### src/rtl/ref_sched_pkg.sv
package ref_sched_pkg;
   typedef enum logic [1:0] {
      ST_IDLE   = 2'd0,
      ST_SETUP  = 2'd1,
      ST_ACTIVE = 2'd2,
      ST_PRE    = 2'd3
   } seq_state_t;

   function automatic int max3(input int a, input int b, input int c);
      int m;
      m = (a > b) ? a : b;
      return (m > c) ? m : c;
   endfunction
endpackage

### src/rtl/ref_interval_div.sv
module ref_interval_div #(
   parameter int INTERVAL_CYC = 1562
) (
   input  logic clk,
   input  logic rst_n,
   output logic tick_o
);
   localparam int CNT_W = $clog2(INTERVAL_CYC);
   localparam logic [CNT_W-1:0] LAST = CNT_W'(INTERVAL_CYC - 1);

   if (INTERVAL_CYC < 2) begin : g_bad_interval
      $error("ref_interval_div: INTERVAL_CYC must be at least 2");
   end

   logic [CNT_W-1:0] cnt_q;

   always_ff @(posedge clk or negedge rst_n) begin
      if (!rst_n) begin
         cnt_q <= '0;
      end else if (cnt_q == LAST) begin
         cnt_q <= '0;
      end else begin
         cnt_q <= cnt_q + 1'b1;
      end
   end

   assign tick_o = (cnt_q == LAST);
endmodule

### src/rtl/ref_backlog.sv
module ref_backlog #(
   parameter int MAX_PEND = 8,
   parameter int BL_W     = $clog2(MAX_PEND + 1)
) (
   input  logic            clk,
   input  logic            rst_n,
   input  logic            tick_i,
   input  logic            take_i,
   output logic [BL_W-1:0] count_o,
   output logic            full_o
);
   localparam logic [BL_W-1:0] LIMIT = BL_W'(MAX_PEND);

   if (MAX_PEND < 1) begin : g_bad_pend
      $error("ref_backlog: MAX_PEND must be at least 1");
   end

   logic [BL_W-1:0] cnt_q;

   always_ff @(posedge clk or negedge rst_n) begin
      if (!rst_n) begin
         cnt_q <= '0;
      end else begin
         case ({tick_i, take_i})
            2'b10:   if (cnt_q != LIMIT) cnt_q <= cnt_q + 1'b1;
            2'b01:   if (cnt_q != '0) cnt_q <= cnt_q - 1'b1;
            default: cnt_q <= cnt_q;
         endcase
      end
   end

   assign count_o = cnt_q;
   assign full_o  = (cnt_q == LIMIT);
endmodule

### src/rtl/ref_strobe_seq.sv
module ref_strobe_seq
   import ref_sched_pkg::*;
#(
   parameter int SETUP_CYC = 1,
   parameter int RAS_CYC   = 4,
   parameter int RP_CYC    = 3
) (
   input  logic clk,
   input  logic rst_n,
   input  logic start_i,
   input  logic mode_ror_i,
   output logic busy_o,
   output logic done_o,
   output logic ror_o,
   output logic ras_n_o,
   output logic cas_n_o
);
   localparam int MAXC  = max3(SETUP_CYC, RAS_CYC, RP_CYC);
   localparam int TMR_W = $clog2(MAXC + 1);
   localparam logic [TMR_W-1:0] LD_SETUP = TMR_W'(SETUP_CYC - 1);
   localparam logic [TMR_W-1:0] LD_RAS   = TMR_W'(RAS_CYC - 1);
   localparam logic [TMR_W-1:0] LD_RP    = TMR_W'(RP_CYC - 1);

   if (SETUP_CYC < 1) begin : g_bad_setup
      $error("ref_strobe_seq: SETUP_CYC must be at least 1");
   end
   if (RAS_CYC < 2 || RP_CYC < 2) begin : g_bad_phase
      $error("ref_strobe_seq: RAS_CYC and RP_CYC must be at least 2");
   end

   seq_state_t       state_q;
   logic [TMR_W-1:0] tmr_q;
   logic             ror_q;
   logic             last;

   assign last = (tmr_q == '0);

   always_ff @(posedge clk or negedge rst_n) begin
      if (!rst_n) begin
         state_q <= ST_IDLE;
         tmr_q   <= '0;
         ror_q   <= 1'b0;
      end else begin
         case (state_q)
            ST_IDLE: begin
               if (start_i) begin
                  state_q <= ST_SETUP;
                  tmr_q   <= LD_SETUP;
                  ror_q   <= mode_ror_i;
               end
            end
            ST_SETUP: begin
               if (last) begin
                  state_q <= ST_ACTIVE;
                  tmr_q   <= LD_RAS;
               end else begin
                  tmr_q <= tmr_q - 1'b1;
               end
            end
            ST_ACTIVE: begin
               if (last) begin
                  state_q <= ST_PRE;
                  tmr_q   <= LD_RP;
               end else begin
                  tmr_q <= tmr_q - 1'b1;
               end
            end
            default: begin
               if (last) begin
                  state_q <= ST_IDLE;
               end else begin
                  tmr_q <= tmr_q - 1'b1;
               end
            end
         endcase
      end
   end

   assign busy_o  = (state_q != ST_IDLE);
   assign done_o  = (state_q == ST_PRE) && last;
   assign ror_o   = ror_q;
   assign ras_n_o = (state_q != ST_ACTIVE);
   assign cas_n_o = ror_q || !((state_q == ST_SETUP) || (state_q == ST_ACTIVE));
endmodule

### src/rtl/ref_row_ctr.sv
module ref_row_ctr #(
   parameter int ROW_W = 13
) (
   input  logic             clk,
   input  logic             rst_n,
   input  logic             inc_i,
   output logic [ROW_W-1:0] row_o
);
   logic [ROW_W-1:0] row_q;

   always_ff @(posedge clk or negedge rst_n) begin
      if (!rst_n) begin
         row_q <= '0;
      end else if (inc_i) begin
         row_q <= row_q + 1'b1;
      end
   end

   assign row_o = row_q;
endmodule

### src/rtl/dram_refresh_sched.sv
module dram_refresh_sched #(
   parameter int CLK_KHZ        = 100000,
   parameter int RETENTION_MS   = 128,
   parameter int ROW_W          = 13,
   parameter int MAX_BACKLOG    = 8,
   parameter int SETUP_CYC      = 1,
   parameter int RAS_CYC        = 4,
   parameter int RP_CYC         = 3,
   parameter int TRC_CYC        = 7,
   parameter bit ALLOW_RAS_ONLY = 1'b1,
   localparam int BL_W          = $clog2(MAX_BACKLOG + 1)
) (
   input  logic             clk,
   input  logic             rst_n,
   input  logic             ras_only_i,
   input  logic             gnt_i,
   output logic             req_o,
   output logic             urgent_o,
   output logic             own_o,
   output logic             done_o,
   output logic [BL_W-1:0]  backlog_o,
   output logic             ras_n_o,
   output logic             cas_n_o,
   output logic             we_n_o,
   output logic [ROW_W-1:0] addr_o
);
   localparam longint ROWS         = longint'(1) << ROW_W;
   localparam int     INTERVAL_CYC = int'((longint'(CLK_KHZ) * RETENTION_MS) / ROWS);
   localparam int     SEQ_CYC      = SETUP_CYC + RAS_CYC + RP_CYC;

   if (RAS_CYC + RP_CYC < TRC_CYC) begin : g_bad_trc
      $error("dram_refresh_sched: RAS_CYC + RP_CYC shorter than the random cycle time");
   end
   if (INTERVAL_CYC <= SEQ_CYC) begin : g_bad_rate
      $error("dram_refresh_sched: refresh interval not longer than one refresh cycle");
   end
   if (ROW_W < 2 || ROW_W > 16) begin : g_bad_row
      $error("dram_refresh_sched: ROW_W out of range");
   end

   logic             tick;
   logic             start;
   logic             busy;
   logic             ror;
   logic             mode_sel;
   logic             pend_full;
   logic [BL_W-1:0]  pend;
   logic [ROW_W-1:0] row;

   assign mode_sel = ras_only_i & ALLOW_RAS_ONLY;
   assign req_o    = !busy && (pend != '0);
   assign start    = req_o && gnt_i;

   ref_interval_div #(.INTERVAL_CYC(INTERVAL_CYC)) u_div (
      .clk    (clk),
      .rst_n  (rst_n),
      .tick_o (tick)
   );

   ref_backlog #(.MAX_PEND(MAX_BACKLOG), .BL_W(BL_W)) u_backlog (
      .clk     (clk),
      .rst_n   (rst_n),
      .tick_i  (tick),
      .take_i  (start),
      .count_o (pend),
      .full_o  (pend_full)
   );

   ref_strobe_seq #(.SETUP_CYC(SETUP_CYC), .RAS_CYC(RAS_CYC), .RP_CYC(RP_CYC)) u_seq (
      .clk        (clk),
      .rst_n      (rst_n),
      .start_i    (start),
      .mode_ror_i (mode_sel),
      .busy_o     (busy),
      .done_o     (done_o),
      .ror_o      (ror),
      .ras_n_o    (ras_n_o),
      .cas_n_o    (cas_n_o)
   );

   if (ALLOW_RAS_ONLY) begin : g_row
      ref_row_ctr #(.ROW_W(ROW_W)) u_row (
         .clk   (clk),
         .rst_n (rst_n),
         .inc_i (done_o & ror),
         .row_o (row)
      );
   end else begin : g_norow
      assign row = '0;
   end

   assign urgent_o  = pend_full;
   assign backlog_o = pend;
   assign own_o     = busy;
   assign we_n_o    = 1'b1;
   assign addr_o    = (busy && ror) ? row : '0;
endmodule

### config.mk
export PLATFORM = sky130hd
export DESIGN_NAME = dram_refresh_sched
export DESIGN_NICKNAME = d
export VERILOG_FILES = /design/src/rtl/ref_sched_pkg.sv /design/src/rtl/ref_interval_div.sv /design/src/rtl/ref_backlog.sv /design/src/rtl/ref_strobe_seq.sv /design/src/rtl/ref_row_ctr.sv /design/src/rtl/dram_refresh_sched.sv
export SDC_FILE = /design/constraint.sdc
export NUM_CORES = 1
export LEC_CHECK = 0
export ABC_AREA = 1
export BUFFER_PORTS_ARGS = -buffer_cell sky130_fd_sc_hd__buf_4
export CELL_PAD_IN_SITES_DETAIL_PLACEMENT = 0
export CELL_PAD_IN_SITES_GLOBAL_PLACEMENT = 1
export CORE_MARGIN = 2
export CORE_UTILIZATION = 30
export CTS_BUF_LIST = sky130_fd_sc_hd__clkbuf_16
export DETAILED_ROUTE_END_ITERATION = 8
export HOLD_SLACK_MARGIN = 0.05
export PLACE_DENSITY = 0.66
export SLEW_MARGIN = 20
export SYNTH_ARGS = -nofsm -noshare
export SYNTH_HDL_FRONTEND = slang
export SYNTH_HIERARCHICAL = 1
export SYNTH_SLANG_ARGS = --single-unit
### constraint.sdc
create_clock -name clk -period 2.5 [get_ports clk]
set_input_delay 0.375 -clock clk [delete_from_list [all_inputs] [get_ports clk]]
set_output_delay 0.375 -clock clk [all_outputs]
set_load 0.01 [all_outputs]
==> metrics.md <==
| Metric | Value |
|---|---|
| Netlist cell types | `26` |
| Clock transition at path regs | `0.06 ns` |
| Net load switching power | `1.066 mW` |
| Mean post-synth cell area | `7.408 sq um` |
| Cell Area, Synth | `about 2200 sq um` |
| Clk root buf | `clkbuf_16` |
| Max cap viols | `0` |
| Max VDD drop | `0.5386 mV` |
| Synthesized instance count | `302` |
| Leak pwr | `approximately 1.4 nW` |
| Detailed placer's ending HPWL | `~3300 um` |
| Antenna diode count | `0` |
| Post-CTS resize count | `0` |
| Rows | `31` |
| Vias in the first global route | `approximately 1700` |
| IO buf count | `26` |
| WL final | `4461 um` |
| Crit path capture type | `register` |
| Setup WS post-layout | `0.3752 ns` |
| Hold crit path type | `primary input to async pin` |
| Largest net degree at the start of global routing | `35` |
| Slowest-stage cell, CP | `dfrtp_1` |
| Area share of the largest cell type after synthesis | `between 30% and 40%` |
| Most used cell, CP | `nand2_1` |
| ANT nets after route | `0` |
| Final setup fails | `0` |
| # IOs | `28` |
| H-tree lvl count | `2` |
| Die extent in y | `90.36 um` |
| Achievable frequency | `470.6 MHz` |
| Main flop type after synthesis | `dfrtp_1` |
| Combinational cell fraction of total power | `43.8%` |
| Worst-path fanout max | `6` |
| DR pass1 iterations | `4` |
| Final Core Density | `37.17%` |
| RSZ-0062 raised after global routing | `no` |
| CTS sink count | `34` |
| Avg WL per Cell | `10.33 um` |
| Share of layout cells above drive strength 1 | `around 22%` |
| Sequential share of power | `30.1%` |
| Post-synth top area cell | `dfrtp_1` |
| Post-Route Skew | `0.005436 ns` |
| Slew Viols, Final | `0` |
| Final period util | `84.99%` |
| Layout Nets | `348` |
| Critical Path Max Stage Delay | `0.41 ns` |
| Die area | `between 8000 and 9000 sq um` |
| Area grow syn2layout | `20.53%` |
| DP Worst Slack | `approximately 0.38 ns` |
| Worst Path Arrival | `about 2.3 ns` |
| Worst setup SP type | `register` |
| Worst path cell trace | `inv_1 -> ha_1 -> inv_2 -> inv_1 -> nand2_1 -> nor2_1 -> buf_4 -> nand2_2 -> nand2_1 -> nand2_1 -> inv_1 -> ha_1 -> inv_1 -> nand2_1 -> xnor2_1 -> nand2_1 -> o21ai_0` |
| Via density | `~4.3` |
| Final hold violations | `0` |
| PwrDens | `977.9 nW/um^2` |
| Worst skew pair latency | `between 0.2 and 0.3 ns` |
| Die Span X | `90.36 um` |
| YS warnings | `6` |
| CTS tree | `done` |
| Seq cells post-synth | `34` |
| DRC Markers | `0` |
| Cell internal pwr | `1.571 mW` |
| FFs w/ async S/R, synth | `100.0%` |
| Grt ovf | `0` |
| WS Path Type | `register to register` |
| CTS Buffer Depth | `2` |
| GRT Total Usage | `11.84%` |
| Setup TNS | `0 ns` |
| Starting Density | `30.84%` |
| Net switching share of the total power | `40.44%` |
| Synth area leaders | `dfrtp_1 38%, nand2_1 12%, inv_1 9.7%, ha_1 6.2%, nor2_1 5.2%` |
| WHS | `0.04998 ns` |
| Clock power frac | `26.1%` |
| Initial antenna violation count | `0` |
| Syn Nets | `317` |
| Via Count | `1842` |
| First-pass GRT wire length | `between 7000 and 8000 um` |
| Post-CTS Setup Bufs | `0` |
| Register area share after synthesis | `38.03%` |
| Status | `finished clean` |
| Cts hold-fix bufs | `0` |
| Core ar. | `between 7000 and 8000 sq um` |
| RePlAce Congestion | `0.8393` |
| EDFF count, synth | `0` |
| Worst EP required | `2.65 ns` |
| Final period demand of the worst path | `roughly 2.1 ns` |
| CTS buffer count | `5` |
| Iteration-0 DRC count of the detailed router | `between 50 and 60` |
[cells in the mapped netlist, drive strengths merged, types with 2 or more instances]
library cell  number
nand2             76
inv               64
nor2              51
dfrtp             34
nand3             26
ha                11
xor2              10
o21ai              9
nand4              5
xnor2              5
a21oi              3
buf                3
nand3b             2
[state kept, by name, indices dropped and copies added (netlist names)]
register / count
u_backlog/count_o: 4
u_seq/tmr_q: 3
u_seq/ror_o: 1
g_row.u_row/row_o: 13
u_seq/state_q: 2
u_div/cnt_q: 11
[cell type report]
type	count	area, sq um
repair buffers	27	202.7
flip-flops and latches	34	850.8
clock inverters	2	33.78
clock buffers	5	125.1
multi-input cells	201	1120
well taps	99	123.9
fillers	805	4557
inverters	64	240.2
[path summary, 6_finish.rpt]
kind / start / to / slack, ns / cells after the start
max: u_seq/state_q[0] / u_backlog/count_o[2] / 0.38 / 17
min: rst_n / u_div/cnt_q[7] / 0.05 / 1
max reg2reg: u_seq/state_q[0] / u_backlog/count_o[2] / 0.38 / 17
min reg2reg: u_seq/tmr_q[1] / u_seq/tmr_q[1] / 0.48 / 2
max in group asynchronous: rst_n / u_backlog/count_o[2] / 2.13 / 1
min in group clk: ras_only_i / u_seq/ror_o / 0.38 / 3
[through the flow]
stage                     instance area, sq um  std cells  power [mW]
after floorplan                           2237        302       1.638
after global placement                    2537        425       1.974
after detailed placement                  2537        425       1.972
after CTS                                 2696        432       2.682
after global routing                      2696        432       2.901
final                                     2696        432       2.637
[power by group through the flow]
stage | Clock (mW) | Combinational (mW) | Sequential (mW)
after floorplan | 0 | 0.850 | 0.788
after global placement | 0 | 1.17 | 0.805
after detailed placement | 0 | 1.17 | 0.806
after CTS | 0.711 | 1.17 | 0.797
after global routing | 0.745 | 1.34 | 0.815
final | 0.688 | 1.15 | 0.794
[layout by cell type, fill, tap and decap left out, drive strengths merged, types with 9 or more instances in the layout]
cell / Yosys / layout
ha: 11 / 11
nand2: 76 / 76
inv: 64 / 64
xor2: 10 / 10
dfrtp: 34 / 34
nor2: 51 / 51
o21ai: 9 / 9
buf: 3 / 27
nand3: 26 / 26
[logic make-up after synthesis]
group | Yosys count | share of synthesized area [%]
and+or+nand+nor | 161 | 34.73
buffers and inverters | 67 | 11.91
DFF | 34 | 38.03
xor gates and xnor gates | 15 | 5.872
AOI/OAI and AO/OA | 13 | 3.132
adders and majority gates | 11 | 6.152
other | 1 | 0.1676
[critical path: cells and delay by family, from the launching register on]
kind / cells / cell delay, ns
buf+inv: 6 / 0.49
simple gates: 7 / 0.48
fa+ha+maj: 2 / 0.43
flops: 1 / 0.41
xor+xnor: 1 / 0.12
compound gates: 1 / 0.07
[metal layers]
metal	part of all wire, %	global-route usage, %	up-vias
met1	50	15.36	831
met2	44	19.11	36
met3	4.5	3.172	7
met5	0	0	-
met4	1.5	3.974	0
li1	-	-	968
Note: power is estimated with default switching activity, not from simulation.
